**src/rtl/dskc_pkg.sv**
```systemverilog
package dskc_pkg;
  typedef enum logic [1:0] {
    PERS_M30 = 2'd0,
    PERS_PS2 = 2'd1,
    PERS_AT  = 2'd2
  } pers_e;
endpackage

```
**src/rtl/dskc_rst_ctl.sv**
```systemverilog
module dskc_rst_ctl #(
  parameter int HOLD_CYC = 4
) (
  input  logic clk,
  input  logic rst,
  input  logic dor_wr,
  input  logic dor_hold,
  input  logic dsr_wr,
  input  logic dsr_rst,
  output logic sticky_q,
  output logic dsr_busy,
  output logic core_rst
);
  localparam int CW = $clog2(HOLD_CYC + 1);
  localparam logic [CW-1:0] HOLD_V = CW'(HOLD_CYC);

  logic [CW-1:0] cnt_q;
  logic          sticky_set;

  assign sticky_set = dor_wr && dor_hold;

  // sticky reset bit: set by hardware reset, cleared only by the host
  always_ff @(posedge clk) begin
    if (rst)         sticky_q <= 1'b1;
    else if (dor_wr) sticky_q <= dor_hold;
  end

  // self-clearing request; the sticky bit discards or cancels it
  always_ff @(posedge clk) begin
    if (rst)                          cnt_q <= '0;
    else if (sticky_q || sticky_set)  cnt_q <= '0;
    else if (dsr_wr && dsr_rst)       cnt_q <= HOLD_V;
    else if (cnt_q != '0)             cnt_q <= cnt_q - 1'b1;
  end

  assign dsr_busy = (cnt_q != '0);
  assign core_rst = sticky_q | dsr_busy;
endmodule

```
**src/rtl/dskc_mode_dec.sv**
```systemverilog
module dskc_mode_dec
  import dskc_pkg::*;
(
  input  logic  clk,
  input  logic  rst,
  input  logic  cfg_wr,
  input  logic  cfg_ident,
  input  logic  cfg_mfm,
  input  logic  dor_wr,
  input  logic  dor_dma,
  output pers_e pers,
  output logic  irq_oe,
  output logic  drq_oe,
  output logic  tc_inv,
  output logic  dens_inv
);
  logic ident_q, mfm_q, dma_q;
  logic dma_honoured;

  always_ff @(posedge clk) begin
    if (rst) begin
      ident_q <= 1'b0;
      mfm_q   <= 1'b0;
    end else if (cfg_wr) begin
      ident_q <= cfg_ident;
      mfm_q   <= cfg_mfm;
    end
  end

  always_ff @(posedge clk) begin
    if (rst)         dma_q <= 1'b0;
    else if (dor_wr) dma_q <= dor_dma;
  end

  always_comb begin
    if (ident_q)    pers = PERS_AT;
    else if (mfm_q) pers = PERS_PS2;
    else            pers = PERS_M30;
  end

  assign dma_honoured = (pers != PERS_PS2);
  assign irq_oe       = dma_honoured ? dma_q : 1'b1;
  assign drq_oe       = dma_honoured ? dma_q : 1'b1;
  assign tc_inv       = (pers == PERS_PS2);
  assign dens_inv     = (pers != PERS_AT);
endmodule

```
**src/rtl/dskc_pol_reg.sv**
```systemverilog
module dskc_pol_reg #(
  parameter int W = 2
) (
  input  logic         clk,
  input  logic         rst,
  input  logic [W-1:0] din,
  input  logic [W-1:0] inv,
  output logic [W-1:0] dout
);
  for (genvar i = 0; i < W; i++) begin : g_lane
    always_ff @(posedge clk) begin
      if (rst) dout[i] <= 1'b0;
      else     dout[i] <= din[i] ^ inv[i];
    end
  end
endmodule

```
**src/rtl/dskc_hold_reg.sv**
```systemverilog
module dskc_hold_reg #(
  parameter int W = 8
) (
  input  logic         clk,
  input  logic         we,
  input  logic [W-1:0] d,
  output logic [W-1:0] q
);
  // deliberately without reset: retained across every reset
  always_ff @(posedge clk) begin
    if (we) q <= d;
  end
endmodule

```
**src/rtl/dskc_rst_mode.sv**
```systemverilog
module dskc_rst_mode
  import dskc_pkg::*;
#(
  parameter int SPEC_W   = 8,
  parameter int DSR_HOLD = 4
) (
  input  logic              clk,
  input  logic              rst,
  input  logic              dor_wr,
  input  logic              dor_hold,
  input  logic              dor_dma,
  input  logic              dsr_wr,
  input  logic              dsr_rst,
  input  logic              cfg_wr,
  input  logic              cfg_ident,
  input  logic              cfg_mfm,
  input  logic              spec_wr,
  input  logic [SPEC_W-1:0] spec_wdata,
  input  logic              tc_pin,
  input  logic              densel_req,
  output logic              core_rst,
  output logic [1:0]        mode,
  output logic              irq_oe,
  output logic              drq_oe,
  output logic              tc_evt,
  output logic              densel_pin,
  output logic [SPEC_W-1:0] spec_q
);
  localparam int PIN_W = 2;

  logic       sticky_w, busy_w;
  pers_e      pers_w;
  logic       tc_inv_w, dens_inv_w;
  logic [PIN_W-1:0] pin_out;

  dskc_rst_ctl #(.HOLD_CYC(DSR_HOLD)) u_rst (
    .clk(clk), .rst(rst),
    .dor_wr(dor_wr), .dor_hold(dor_hold),
    .dsr_wr(dsr_wr), .dsr_rst(dsr_rst),
    .sticky_q(sticky_w), .dsr_busy(busy_w), .core_rst(core_rst)
  );

  dskc_mode_dec u_mode (
    .clk(clk), .rst(rst),
    .cfg_wr(cfg_wr), .cfg_ident(cfg_ident), .cfg_mfm(cfg_mfm),
    .dor_wr(dor_wr), .dor_dma(dor_dma),
    .pers(pers_w), .irq_oe(irq_oe), .drq_oe(drq_oe),
    .tc_inv(tc_inv_w), .dens_inv(dens_inv_w)
  );

  dskc_pol_reg #(.W(PIN_W)) u_pol (
    .clk(clk), .rst(rst),
    .din({densel_req, tc_pin}),
    .inv({dens_inv_w, tc_inv_w}),
    .dout(pin_out)
  );

  dskc_hold_reg #(.W(SPEC_W)) u_spec (
    .clk(clk), .we(spec_wr), .d(spec_wdata), .q(spec_q)
  );

  assign mode       = pers_w;
  assign tc_evt     = pin_out[0];
  assign densel_pin = pin_out[1];
endmodule

```
**config.mk**
```make
export PLATFORM = sky130hd
export DESIGN_NAME = dskc_rst_mode
export DESIGN_NICKNAME = d
export VERILOG_FILES = /design/src/rtl/dskc_pkg.sv /design/src/rtl/dskc_rst_ctl.sv /design/src/rtl/dskc_mode_dec.sv /design/src/rtl/dskc_pol_reg.sv /design/src/rtl/dskc_hold_reg.sv /design/src/rtl/dskc_rst_mode.sv
export SDC_FILE = /design/constraint.sdc
export NUM_CORES = 1
export LEC_CHECK = 0
export BUFFER_PORTS_ARGS = -buffer_cell sky130_fd_sc_hd__buf_2
export CAP_MARGIN = 30
export CORE_ASPECT_RATIO = 0.9
export CORE_MARGIN = 2
export CORE_UTILIZATION = 44
export CTS_BUF_LIST = sky130_fd_sc_hd__clkbuf_8
export DETAILED_ROUTE_END_ITERATION = 10
export GPL_ROUTABILITY_DRIVEN = 1
export MAX_ROUTING_LAYER = met4
export PLACE_DENSITY = 0.8
export SYNTH_ARGS = -nofsm -noshare
export SYNTH_HDL_FRONTEND = slang
export SYNTH_SLANG_ARGS = --single-unit
```
**constraint.sdc**
```tcl
create_clock -name clk -period 1.4 [get_ports clk]
set_input_delay 0.07 -clock clk [delete_from_list [all_inputs] [get_ports clk]]
set_output_delay 0.07 -clock clk [all_outputs]
set_load 0.01 [all_outputs]
```
==> impl_metrics.py <==
metrics = {
    "drt": {
        "drc": 0,
        "vias_per_cell": 4.43,
        "drt_iter0_drc": 4,
        "vias": 510,
        "drt-pass1-iter-count": 3,
        "drt_wl_total_um": 1220,
        "postRouteAntennaNets": 0,
        "routedWlPerCell_um": 10.6,
    },
    "yosys": {
        "syn_area_um2": 641,
        "syn-num-nets": 76,
        "yosys_warnings": 0,
        "ys_seq_elements": 17,
        "syn_inst": 52,
        "synthDistinctLibCells": 16,
        "syn_area_per_cell_um2": 12.3,
        "synth_seq_area_share": 0.656,
    },
    "pwr": {
        "power_density_nw_per_um2": 1050,
        "vdd_drop_max_mv": 0.610,
        "power_mw": 1.05,
        "power_leakage_nw": 0.494,
    },
    "timing": {
        "finalCritPeriodShare": 0.953,
        "relSlewSlack": 0.874,
        "tightest_slew_ps": 188,
        "min_period_ps": 1330,
        "hold_viol": 0,
        "fin_skew_ps": 0.258,
        "whs_ps": 3.17,
        "slew_violations": 0,
        "rsz0062_at_grt": "false",
        "setup_violations": 0,
        "tns_ps": 0,
        "clock.fmax_mhz": 750,
    },
    "die": {
        "ios": 36,
        "core_area_um2": 1400,
        "dieArea_um2": 1780,
        "initial_core_util": 0.458,
        "placementRows": 13,
        "die_y_um": 40.2,
        "dieWidth_um": 44.2,
    },
    "grt": {
        "grt_max_degree": 11,
        "grt_pass1_wl_um": 1790,
        "antenna_found_initial": 0,
        "grt_overflow": 0,
        "grt_pass1_vias": 450,
        "grt_usage": 0.148,
    },
    "min_path": {
        "hp-class": "in -> reg",
    },
    "final_layout": {
        "insertedDiodeCount": 0,
        "nets": 125,
        "final_core_util": 0.710,
        "drive_gt1_frac": 0.490,
        "final_cells": 115,
        "area_growth_pct": 55.1,
    },
    "critical_path": {
        "critical_path_buf_inv_count": 3,
        "worstSetupStartpointType": "register",
        "crit_required_ps": 1330,
        "crit_path_end_kind": "output pin",
        "crit_chain": "inv_1 -> ha_4 -> ha_4 -> buf_4 -> nand2_1 -> buf_2",
        "cp_data_arrival_time_ps": 1260,
        "cp_slowest_stage_delay_ps": 330,
        "crit_top_cell": "ha_4",
        "crit_type": "reg -> out",
        "crit_fanout": 4,
        "critPathSlowestCell": "dfxtp_2",
        "critPathTopFamily": "flip-flops",
    },
    "clocking": {
        "worstSkewPairLatency_ps": 240,
        "clock-sinks": 17,
        "root_buffer": "clkbuf_8",
        "cts.path.max_buffers": 2,
        "clkSlewWorstSetupHoldPaths_ps": 60,
        "tritoncts": "done",
        "cts_max_level": 1,
        "cts_buffers": 3,
    },
    "status": {
        "status": "finished clean",
    },
    "place": {
        "placed_cells": 101,
        "portBuffers": 35,
        "hpwl_um": 840,
        "routabilityCongestion": 0.759,
    },
    "flow_run": {
        "maxCapViolCount": 0,
    },
}
==> registers in the layout, indices dropped and copies added, names as in the netlist <==
register / count
u_pol.dout: 2
u_rst.sticky_q: 1
u_mode.dma_q: 1
u_mode.mfm_q: 1
u_spec.q: 8
u_mode.ident_q: 1
u_rst.cnt_q: 3
==> cell usage after synthesis (all sizes together) <==
cell type | n | area share
xnor2 | 1 | 0.014
ha | 3 | 0.059
nor2b | 1 | 0.014
dfxtp | 9 | 0.28
buf | 2 | 0.023
and3 | 1 | 0.0098
xor2 | 2 | 0.027
or2 | 1 | 0.0098
mux2i | 4 | 0.063
nand2 | 3 | 0.018
edfxtp | 8 | 0.37
o21ai | 1 | 0.0078
inv | 5 | 0.029
nand3 | 1 | 0.0078
nor2 | 8 | 0.047
a21oi | 2 | 0.016
==> routing by layer <==
| layer | global-route usage | up-vias | share of wire |
|---|---|---|---|
| met1 | 0.157 | 221 | 0.38 |
| met5 | - | - | 0 |
| li1 | - | 264 | - |
| met4 | 0.0455 | 0 | 0 |
| met2 | 0.265 | 25 | 0.51 |
| met3 | 0.0495 | 0 | 0.11 |
==> metrics by stage <==
step / setup WS (ps) / cell area [µm²]
after floorplan: 131 / 641
after detailed placement: 89.7 / 827
after global placement: 165 / 827
final: 66.4 / 993
after global routing: 0.947 / 993
after CTS: 33.7 / 945
==> cell usage in the layout (no fill, tap or decap), types with 3 or more instances in the layout <==
master	Yosys	routed
dlygate4sd3_1	0	7
dfxtp_1	9	7
clkbuf_8	0	3
mux2i_1	4	4
nor2_1	8	8
buf_4	2	4
buf_2	0	35
inv_1	5	5
nand2_1	3	3
edfxtp_1	8	8
==> what timing repair did <==
item | 4_1_cts | 5_1_grt
setup endpoints to repair | 1 | 2
buffers inserted | 2 | 1
pin swaps | 1 | 1
endpoints found under the hold margin | 5 | 2
resized for setup | 3 | 3
hold buffers | 5 | 2
==> worst reg2reg max path, cell delays in order (launching register included) <==
cell     delay, ps
dfxtp_2        330
inv_1           60
ha_4           170
ha_4           150
buf_4          120
mux2i_1        130
nand2_1         70
and3_1         170
==> area by class of cell <==
cell class | instances | area (µm²)
clock buffer | 3 | 41.3
clock inverter | 1 | 5.00
fill | 103 | 405
inverter | 5 | 18.8
multi-input combinational | 28 | 211
sequential | 17 | 423
tap | 15 | 18.8
timing repair buffer | 46 | 275
==> power breakdown <==
part	total, mW	switching, mW	internal [mW]
sequential	0.562	0.00896	0.553
combinational	0.134	0.0616	0.0724
clock	0.351	0.155	0.197
total	1.05	0.225	0.822
==> worst paths after layout <==
check                       from              to  slack, ps  cells after the start
setup / recovery  u_rst.cnt_q[0]        core_rst         70                      6
hold / removal     spec_wdata[2]     u_spec.q[2]          3                      1
setup reg to reg  u_rst.cnt_q[0]  u_rst.cnt_q[2]         90                      7
hold reg to reg   u_rst.cnt_q[1]  u_rst.cnt_q[1]        480                      2
==> kinds of logic after synthesis <==
group                      after synthesis  synth area share
buffers and inverters                    7            0.0527
adders and majority gates                3            0.0586
xor gates and xnor gates                 3            0.0410
and+or+nand+nor                         15             0.105
DFF                                     17             0.656
muxes                                    4            0.0625
AOI/OAI and AO/OA                        3            0.0234
Note: power is estimated with default switching activity, not from simulation.
